--- src/rtl/adc_fsm_pkg.sv ---
package adc_fsm_pkg;

    typedef enum logic [1:0] {
        PW_UP   = 2'd0,
        PW_DOWN = 2'd1,
        PW_WAKE = 2'd2
    } pwr_state_e;

endpackage

--- src/rtl/adc_pin_sync.sv ---
module adc_pin_sync #(
    parameter int              N       = 2,
    parameter int              STAGES  = 2,
    parameter logic [N-1:0]    RST_VAL = '1
) (
    input  logic         clk,
    input  logic         rst_n,
    input  logic [N-1:0] pin_i,
    output logic [N-1:0] fall_o,
    output logic [N-1:0] rise_o
);

    for (genvar g = 0; g < N; g++) begin : g_bit
        logic [STAGES:0] chain_d, chain_q;

        always_comb begin
            chain_d = {chain_q[STAGES-1:0], pin_i[g]};
        end

        always_ff @(posedge clk or negedge rst_n) begin
            if (!rst_n) chain_q <= {(STAGES+1){RST_VAL[g]}};
            else        chain_q <= chain_d;
        end

        assign fall_o[g] =  chain_q[STAGES] & ~chain_q[STAGES-1];
        assign rise_o[g] = ~chain_q[STAGES] &  chain_q[STAGES-1];
    end

endmodule

--- src/rtl/adc_frame_shift.sv ---
module adc_frame_shift #(
    parameter int DATA_W    = 12,
    parameter int LEAD_W    = 4,
    parameter int QUIET_CYC = 16,
    localparam int FRAME_W  = DATA_W + LEAD_W,
    localparam int CNT_W    = $clog2(FRAME_W + 1),
    localparam int QW       = $clog2(QUIET_CYC + 2)
) (
    input  logic              clk,
    input  logic              rst_n,
    input  logic              cs_fall_i,
    input  logic              cs_rise_i,
    input  logic              sclk_fall_i,
    input  logic [DATA_W-1:0] sample_i,
    output logic              start_o,
    output logic              step_o,
    output logic              abort_o,
    output logic [CNT_W-1:0]  cnt_o,
    output logic              sdata_o,
    output logic              oe_o
);

    typedef struct packed {
        logic               active;
        logic [CNT_W-1:0]   cnt;
        logic [FRAME_W-1:0] word;
        logic [QW-1:0]      quiet;
    } frame_t;

    frame_t cur_q, nx_d;
    logic   done;

    always_comb begin
        nx_d    = cur_q;
        start_o = 1'b0;
        step_o  = 1'b0;
        abort_o = 1'b0;
        done    = 1'b0;
        if (cs_fall_i && !cur_q.active && cur_q.quiet == '0) begin
            start_o     = 1'b1;
            nx_d.active = 1'b1;
            nx_d.cnt    = '0;
            nx_d.word   = {{LEAD_W{1'b0}}, sample_i};
        end else if (cur_q.active) begin
            // count the clock edge first, then judge a select rise
            if (sclk_fall_i) begin
                step_o    = 1'b1;
                nx_d.cnt  = cur_q.cnt + 1'b1;
                nx_d.word = {cur_q.word[FRAME_W-2:0], 1'b0};
                if (nx_d.cnt == CNT_W'(FRAME_W)) begin
                    nx_d.active = 1'b0;
                    done        = 1'b1;
                end
            end
            if (cs_rise_i && nx_d.active) begin
                nx_d.active = 1'b0;
                abort_o     = 1'b1;
            end
        end
        if (done)                  nx_d.quiet = QW'(QUIET_CYC);
        else if (cur_q.quiet != 0) nx_d.quiet = cur_q.quiet - 1'b1;
        cnt_o = nx_d.cnt;
    end

    always_ff @(posedge clk or negedge rst_n) begin
        if (!rst_n) cur_q <= '0;
        else        cur_q <= nx_d;
    end

    assign oe_o    = cur_q.active;
    assign sdata_o = cur_q.active & cur_q.word[FRAME_W-1];

    a_r4_count_bounded: assert property (@(posedge clk) disable iff (!rst_n)
        cur_q.active |-> (cur_q.cnt < CNT_W'(FRAME_W)));

    a_r2_open_needs_fall: assert property (@(posedge clk) disable iff (!rst_n)
        $rose(cur_q.active) |-> $past(cs_fall_i));

    a_r11_quiet_counts_down: assert property (@(posedge clk) disable iff (!rst_n)
        (cur_q.quiet != 0 && !(cur_q.active && sclk_fall_i)) |=> (cur_q.quiet == $past(cur_q.quiet) - 1'b1));

endmodule

--- src/rtl/adc_pwr_ctrl.sv ---
module adc_pwr_ctrl
    import adc_fsm_pkg::*;
#(
    parameter int FRAME_W   = 16,
    parameter int PD_LO     = 2,
    parameter int PD_HI     = 10,
    parameter int PWRUP_CYC = 200,
    localparam int CNT_W    = $clog2(FRAME_W + 1),
    localparam int TMR_W    = $clog2(PWRUP_CYC + 2)
) (
    input  logic             clk,
    input  logic             rst_n,
    input  logic             start_i,
    input  logic             step_i,
    input  logic             abort_i,
    input  logic [CNT_W-1:0] cnt_i,
    output logic             powered_o,
    output logic             valid_o
);

    typedef struct packed {
        pwr_state_e       state;
        logic [TMR_W-1:0] tmr;
        logic             commit;
        logic             dummy;
        logic             valid;
    } pwr_t;

    pwr_t cur_q, nx_d;

    always_comb begin
        nx_d = cur_q;
        if (cur_q.state == PW_WAKE && cur_q.tmr != TMR_W'(PWRUP_CYC))
            nx_d.tmr = cur_q.tmr + 1'b1;
        if (cur_q.state == PW_WAKE && cur_q.commit && cur_q.tmr == TMR_W'(PWRUP_CYC))
            nx_d.state = PW_UP;
        if (start_i) begin
            if (cur_q.state == PW_DOWN) begin
                nx_d.state  = PW_WAKE;
                nx_d.tmr    = '0;
                nx_d.commit = 1'b0;
                nx_d.dummy  = 1'b1;
                nx_d.valid  = 1'b0;
            end else begin
                nx_d.dummy = 1'b0;
                nx_d.valid = (cur_q.state == PW_UP);
            end
        end
        if (step_i && cur_q.dummy && cnt_i == CNT_W'(PD_HI))
            nx_d.commit = 1'b1;
        if (abort_i) begin
            if (cur_q.dummy) begin
                if (cnt_i < CNT_W'(PD_HI)) begin
                    nx_d.state  = PW_DOWN;
                    nx_d.commit = 1'b0;
                    nx_d.dummy  = 1'b0;
                end
            end else if (cnt_i >= CNT_W'(PD_LO) && cnt_i < CNT_W'(PD_HI)) begin
                nx_d.state = PW_DOWN;
            end
        end
    end

    always_ff @(posedge clk or negedge rst_n) begin
        if (!rst_n) begin
            cur_q       <= '0;
            cur_q.state <= PW_UP;
        end else begin
            cur_q <= nx_d;
        end
    end

    assign powered_o = (cur_q.state == PW_UP);
    assign valid_o   = cur_q.valid;

    a_r9_up_only_from_wake: assert property (@(posedge clk) disable iff (!rst_n)
        $rose(cur_q.state == PW_UP) |-> ($past(cur_q.state) == PW_WAKE));

    a_r10_valid_set_at_open: assert property (@(posedge clk) disable iff (!rst_n)
        $rose(cur_q.valid) |-> $past(start_i));

    a_r6_down_needs_abort: assert property (@(posedge clk) disable iff (!rst_n)
        $rose(cur_q.state == PW_DOWN) |-> $past(abort_i));

    a_r8_wake_from_down: assert property (@(posedge clk) disable iff (!rst_n)
        $rose(cur_q.state == PW_WAKE) |-> ($past(cur_q.state) == PW_DOWN && $past(start_i)));

endmodule

--- src/rtl/adc_frame_ctrl.sv ---
module adc_frame_ctrl #(
    parameter int DATA_W    = 12,
    parameter int LEAD_W    = 4,
    parameter int SYNC_STG  = 2,
    parameter int PD_LO     = 2,
    parameter int PD_HI     = 10,
    parameter int PWRUP_CYC = 200,
    parameter int QUIET_CYC = 16
) (
    input  logic              clk,
    input  logic              rst_n,
    input  logic              cs_n_i,
    input  logic              sclk_i,
    input  logic [DATA_W-1:0] sample_i,
    output logic              sdata_o,
    output logic              sdata_oe_o,
    output logic              powered_o,
    output logic              valid_o
);

    localparam int FRAME_W = DATA_W + LEAD_W;
    localparam int CNT_W   = $clog2(FRAME_W + 1);
    localparam int PIN_CS  = 1;
    localparam int PIN_CK  = 0;

    logic [1:0]       pin_fall, pin_rise;
    logic             start, step, abort;
    logic [CNT_W-1:0] cnt;

    adc_pin_sync #(
        .N       (2),
        .STAGES  (SYNC_STG),
        .RST_VAL (2'b11)
    ) u_sync (
        .clk    (clk),
        .rst_n  (rst_n),
        .pin_i  ({cs_n_i, sclk_i}),
        .fall_o (pin_fall),
        .rise_o (pin_rise)
    );

    adc_frame_shift #(
        .DATA_W    (DATA_W),
        .LEAD_W    (LEAD_W),
        .QUIET_CYC (QUIET_CYC)
    ) u_shift (
        .clk         (clk),
        .rst_n       (rst_n),
        .cs_fall_i   (pin_fall[PIN_CS]),
        .cs_rise_i   (pin_rise[PIN_CS]),
        .sclk_fall_i (pin_fall[PIN_CK]),
        .sample_i    (sample_i),
        .start_o     (start),
        .step_o      (step),
        .abort_o     (abort),
        .cnt_o       (cnt),
        .sdata_o     (sdata_o),
        .oe_o        (sdata_oe_o)
    );

    adc_pwr_ctrl #(
        .FRAME_W   (FRAME_W),
        .PD_LO     (PD_LO),
        .PD_HI     (PD_HI),
        .PWRUP_CYC (PWRUP_CYC)
    ) u_pwr (
        .clk       (clk),
        .rst_n     (rst_n),
        .start_i   (start),
        .step_i    (step),
        .abort_i   (abort),
        .cnt_i     (cnt),
        .powered_o (powered_o),
        .valid_o   (valid_o)
    );

    a_r3_line_low_when_off: assert property (@(posedge clk) disable iff (!rst_n)
        !sdata_oe_o |-> !sdata_o);

    a_r10_valid_means_powered: assert property (@(posedge clk) disable iff (!rst_n)
        $rose(valid_o) |-> $past(powered_o));

endmodule

--- config.mk ---
export PLATFORM = sky130hd
export DESIGN_NAME = adc_frame_ctrl
export DESIGN_NICKNAME = d
export VERILOG_FILES = /design/src/rtl/adc_fsm_pkg.sv /design/src/rtl/adc_pin_sync.sv /design/src/rtl/adc_frame_shift.sv /design/src/rtl/adc_pwr_ctrl.sv /design/src/rtl/adc_frame_ctrl.sv
export SDC_FILE = /design/constraint.sdc
export NUM_CORES = 1
export LEC_CHECK = 0
export ABC_AREA = 1
export ABC_CLOCK_PERIOD_IN_PS = 2060
export BUFFER_PORTS_ARGS = -buffer_cell sky130_fd_sc_hd__buf_2
export CAP_MARGIN = 20
export CELL_PAD_IN_SITES_DETAIL_PLACEMENT = 1
export CELL_PAD_IN_SITES_GLOBAL_PLACEMENT = 1
export CORE_AREA = 5 5 79 81
export CTS_CLUSTER_SIZE = 16
export DETAILED_ROUTE_END_ITERATION = 12
export DIE_AREA = 0 0 84 86
export PLACE_DENSITY_LB_ADDON = 0.2
export SYNTH_ARGS = -nofsm -noshare
export SYNTH_HDL_FRONTEND = slang
export SYNTH_SLANG_ARGS = --single-unit
--- constraint.sdc ---
create_clock -name clk -period 2.06 [get_ports clk]
set_input_delay 0.206 -clock clk [delete_from_list [all_inputs] [get_ports clk]]
set_output_delay 0.206 -clock clk [all_outputs]
set_load 0.03 [all_outputs]
# Word level (Yosys, flattened, before mapping)
# Cells that the tools add are included.
# op_classes
n_addsub	3
n_lt_le_gt_ge	2
n_eq_ne	6
muxes	33
n_bitwise	7
n_reduce_logical	17
# op_table
operator	count
22-bit two-way mux	5
2-bit two-way mux	9
1-bit two-way mux	14
13-bit two-way mux	1
11-bit two-way mux	1
5-bit two-way mux	2
1-bit logical AND	9
8-bit by 1-bit adder with 8-bit output, second input constant	1
8-bit == test, second input constant	1
8-bit two-way mux	1
8-bit inequality test, second input constant	1
2-bit nonzero test	3
5-bit by 1-bit adder with 5-bit output, second input constant	1
5-bit by 4-bit == test with 1-bit output, second input constant	1
5-bit == test, second input constant	1
5-bit by 2-bit >= comparator with 1-bit output, second input constant	1
5-bit zero test	1
5-bit by 4-bit < comparator with 1-bit output, second input constant	1
5-bit nonzero test	1
5-bit by 1-bit subtractor with 5-bit output, second input constant	1
1-bit AND	4
1-bit inverter	3
2-bit by 1-bit == test with 1-bit output, second input constant	1
2-bit == test, second input constant	1
3 further kinds	3
# word_totals
regBits	46
inputBits	16
output_inout_bits	4
elab_cells	79

# Logic depth before layout (Yosys ltp)
# depth
word_depth	16
ltp_mapped	13
mapped_depth_nobuf	12

# Hierarchy
# A second synthesis with hierarchy kept.
# unflattened
hier_cells	296
hier_area_um2	2562.5
# by_module_without_submodules
module	instances	cells_per_inst	area_per_inst_um2
adc_frame_shift	1	169	1561.5
adc_pwr_ctrl	1	113	813.3
adc_pin_sync	1	14	187.7

# Least setup slack after synthesis
# No wires, ideal clock.
# synth_path
kind	register -> register
startpoint	register u_shift.cur_q[0] (netlist name)
endpoint	register u_pwr.cur_q[1] (netlist name)
setup_time_ns	0.121
arrival_ns	1.451
required_time_ns	1.939
setup_slack_ns	0.487
stages_incl_launch_ff	13
n_path_buf	1
period_less_slack_ns	1.573
path_cell_list	dfrtp_1 > inv_1 > ha_1 > nand2_2 > nor2_4 > nand2_4 > buf_6 > nand3_4 > nand2_2 > nand2_2 > nand2_2 > nor3_2 > nor2_1
# synth_lines
element	line	rtl
start: declaration	adc_frame_shift.sv:30	frame_t cur_q, nx_d;
start signal: assignment	adc_frame_shift.sv:67	else cur_q <= nx_d;
end signal: assignment	adc_pwr_ctrl.sv:69	cur_q <= nx_d;
end: declaration	adc_pwr_ctrl.sv:29	pwr_t cur_q, nx_d;

==> metrics.cfg <==
[timing]
fin_skew_ns=0.00515
fin_crit_sh_pct=86.0
slew_viol_final=0
max-slew-margin-rel_pct=68.2
fmaxAchievable_mhz=564
setup_viol=0
hold_violations=0
post-route-min-period_ns=1.77
worst_pin_slew_ns=0.477
rsz0062_at_grt=no
setup_tns_ns=0

[clock_network]
cts_tree=done
clock_sinks=46
path_clk_slew_ns=0.08
numCtsBuffers=5
post_cts_buffers=0
cts_max_level=2
cts_resized=0
clk_latency_ns=0.29
cts_root_buf=clkbuf_8
clockBufferDepth=2

[synth]
syn_area_mm2=0.00236
yosysMostFrequentCell=nand2_1
yosysWarnings=0
yosys.area.top_type=dfrtp_1
ys_types=30
ys_ff_latch=46
synthTopCellsByCount=62 x nand2_1, 46 x inv_1, 40 x dfrtp_1
synth_top_cell_area_share_pct=42.4
synthArstFlopShare_pct=100
syn_avg_cell_area_um2=8.55
synth_edf_count=0
netlist_instances=276
synth.yosys.seq_area_share_pct=49.1
netlist_top_cells_area=dfrtp_1 42%, nand2_1 9.9%, inv_1 7.3%
synth_ff_type=dfrtp_1
synth_fp_nets=298

[routing]
drc_errors=0
viasPerCell=4.85
drtIter0Drc=53
routedWlPerCell_um=13.1
vias=1818
routed_wl_um=4920
firstDrtPassIters=4
antenna_left=0

[final_layout]
syn_to_final_growth_pct=13.5
antenna_cells=0
utilization_pct=49.6
drive_gt1_share_pct=18.5
finalNetCount=324

[flow_run]
drv_cap=0

[critical_path]
cp.required_ns=2.24
cp-startpoint=u_shift.oe_o
crit_path_max_fanout=17
worstPathArrival_ns=1.95
r2r-start=u_shift.oe_o
cp-start-kind=flop
crit_path_end_kind=flop
r2r_cells=9
critPathKind=reg -> reg

[floorplan]
rows=27
coreArea_mm2=0.00541
die_x_um=84
die_area_mm2=0.00722
ios=20
initial_core_util_pct=43.7
fp.dieH_um=86

[global_routing]
grt_pass1_wl_um=8760
grt_overflow_total=0
first_global_vias=1908
grtUsageTotal_pct=15.1
antenna_found_initial=0
use_met1_pct=19.3
top_usage_layer=met2
use_met2_pct=25.5
met3_usage_pct=2.40
grt_max_degree=28

[min_path]
hold_depth=3
hold_path.startpoint=sample_i[2]
hold_class=in -> reg

[power_and_ir_drop]
power_leakage_uw=0.00137
ir_drop_mv=0.645
power_density_mw_per_mm2=1350

[placed_design]
dp_hpwl_um=3640
numPortBuffers=19
gp_congestion=0.798

[run_status]
status=completed

flip-flops by register name, summed over array words and instances, names as in the netlist:
register,flops
u_shift.cur_q,26
u_pwr.valid_o,1
u_pwr.cur_q,12
u_shift.oe_o,1
u_sync.g_bit.chain_q,6
routing by layer:
layer	part of all wire, %	routed length [um]
met5	0	0
met4	1.7	82
met3	2.0	99
met2	49	2390
met1	48	2350
timing repair:
| action | in CTS | in global routing |
|---|---|---|
| hold buffers | 3 | 0 |
| endpoints found under the hold margin | 18 | 0 |
| endpoints found under the setup margin | 0 | 0 |
layout make-up:
| cell class | instances | area (um2) |
|---|---|---|
| fill | 677 | 2730 |
| clock buffer | 7 | 86.3 |
| inverter | 52 | 195 |
| timing repair buffer | 25 | 160 |
| tap | 72 | 90.1 |
| clock inverter | 1 | 30.0 |
| sequential | 46 | 1160 |
| multi-input combinational | 172 | 960 |
power by group:
group	leakage (uW)	total [uW]	switching (uW)	internal [uW]
Sequential	0.000557	1550	286	1260
Combinational	0.000755	1380	839	544
Clock	0.0000585	687	291	396
critical path, cell delays in order, from the launching register on:
cell	delay (ns)
dfrtp_1	0.55
nand3_4	0.26
inv_2	0.24
nand2_1	0.12
nand3_4	0.10
nand2_2	0.05
nand2_2	0.06
nand2_2	0.06
nor2_2	0.11
a21oi_1	0.08
stage by stage:
| stage | area, um2 | hold slack (ns) | cells | worst slack [ns] | total power (uW) |
|---|---|---|---|---|---|
| after global placement | 2530 | 0.192 | 364 | 0.285 | 2900 |
| after floorplan | 2360 | -0.0896 | 276 | 0.487 | 2600 |
| after detailed placement | 2530 | 0.193 | 364 | 0.236 | 2960 |
| final | 2680 | 0.120 | 375 | 0.288 | 3620 |
| after global routing | 2680 | 0.125 | 375 | 0.0661 | 3960 |
| after CTS | 2680 | 0.111 | 375 | 0.215 | 3690 |
path summary, 6_finish.rpt:
path                       slack [ns]                          to
max in group asynchronous        1.07  u_sync.g_bit[1].chain_q[0]
min                              0.12            u_shift.cur_q[7]
min in group asynchronous        0.41           u_shift.cur_q[13]
max                              0.29             u_pwr.cur_q[12]
max reg2reg                      0.29             u_pwr.cur_q[12]
min reg2reg                      0.35  u_sync.g_bit[1].chain_q[1]
kinds of logic after synthesis:
group / Yosys count / share of synthesized area, %
AO/OA/AOI/OAI: 34 / 9.70
XOR/XNOR: 10 / 3.71
adder cells (fa/ha/maj): 6 / 3.18
buffers and inverters: 58 / 10.3
flip-flops: 46 / 49.1
AND/OR/NAND/NOR: 122 / 24.1
cells in the final DEF (no fill, tap or decap), drive strengths merged:
cell type,n
nand2,68
inv,52
dfrtp,40
nor2,30
buf,22
nand3,14
o21ai,11
xor2,8
o221ai,8
clkbuf,7
ha,6
dfstp,6
nor3,6
a21oi,5
a22oi,4
o211ai,4
nand4,3
dlygate4sd3,3
xnor2,2
a211oi,1
o22ai,1
or2,1
bufinv,1
(Power assumes the default switching activity.)
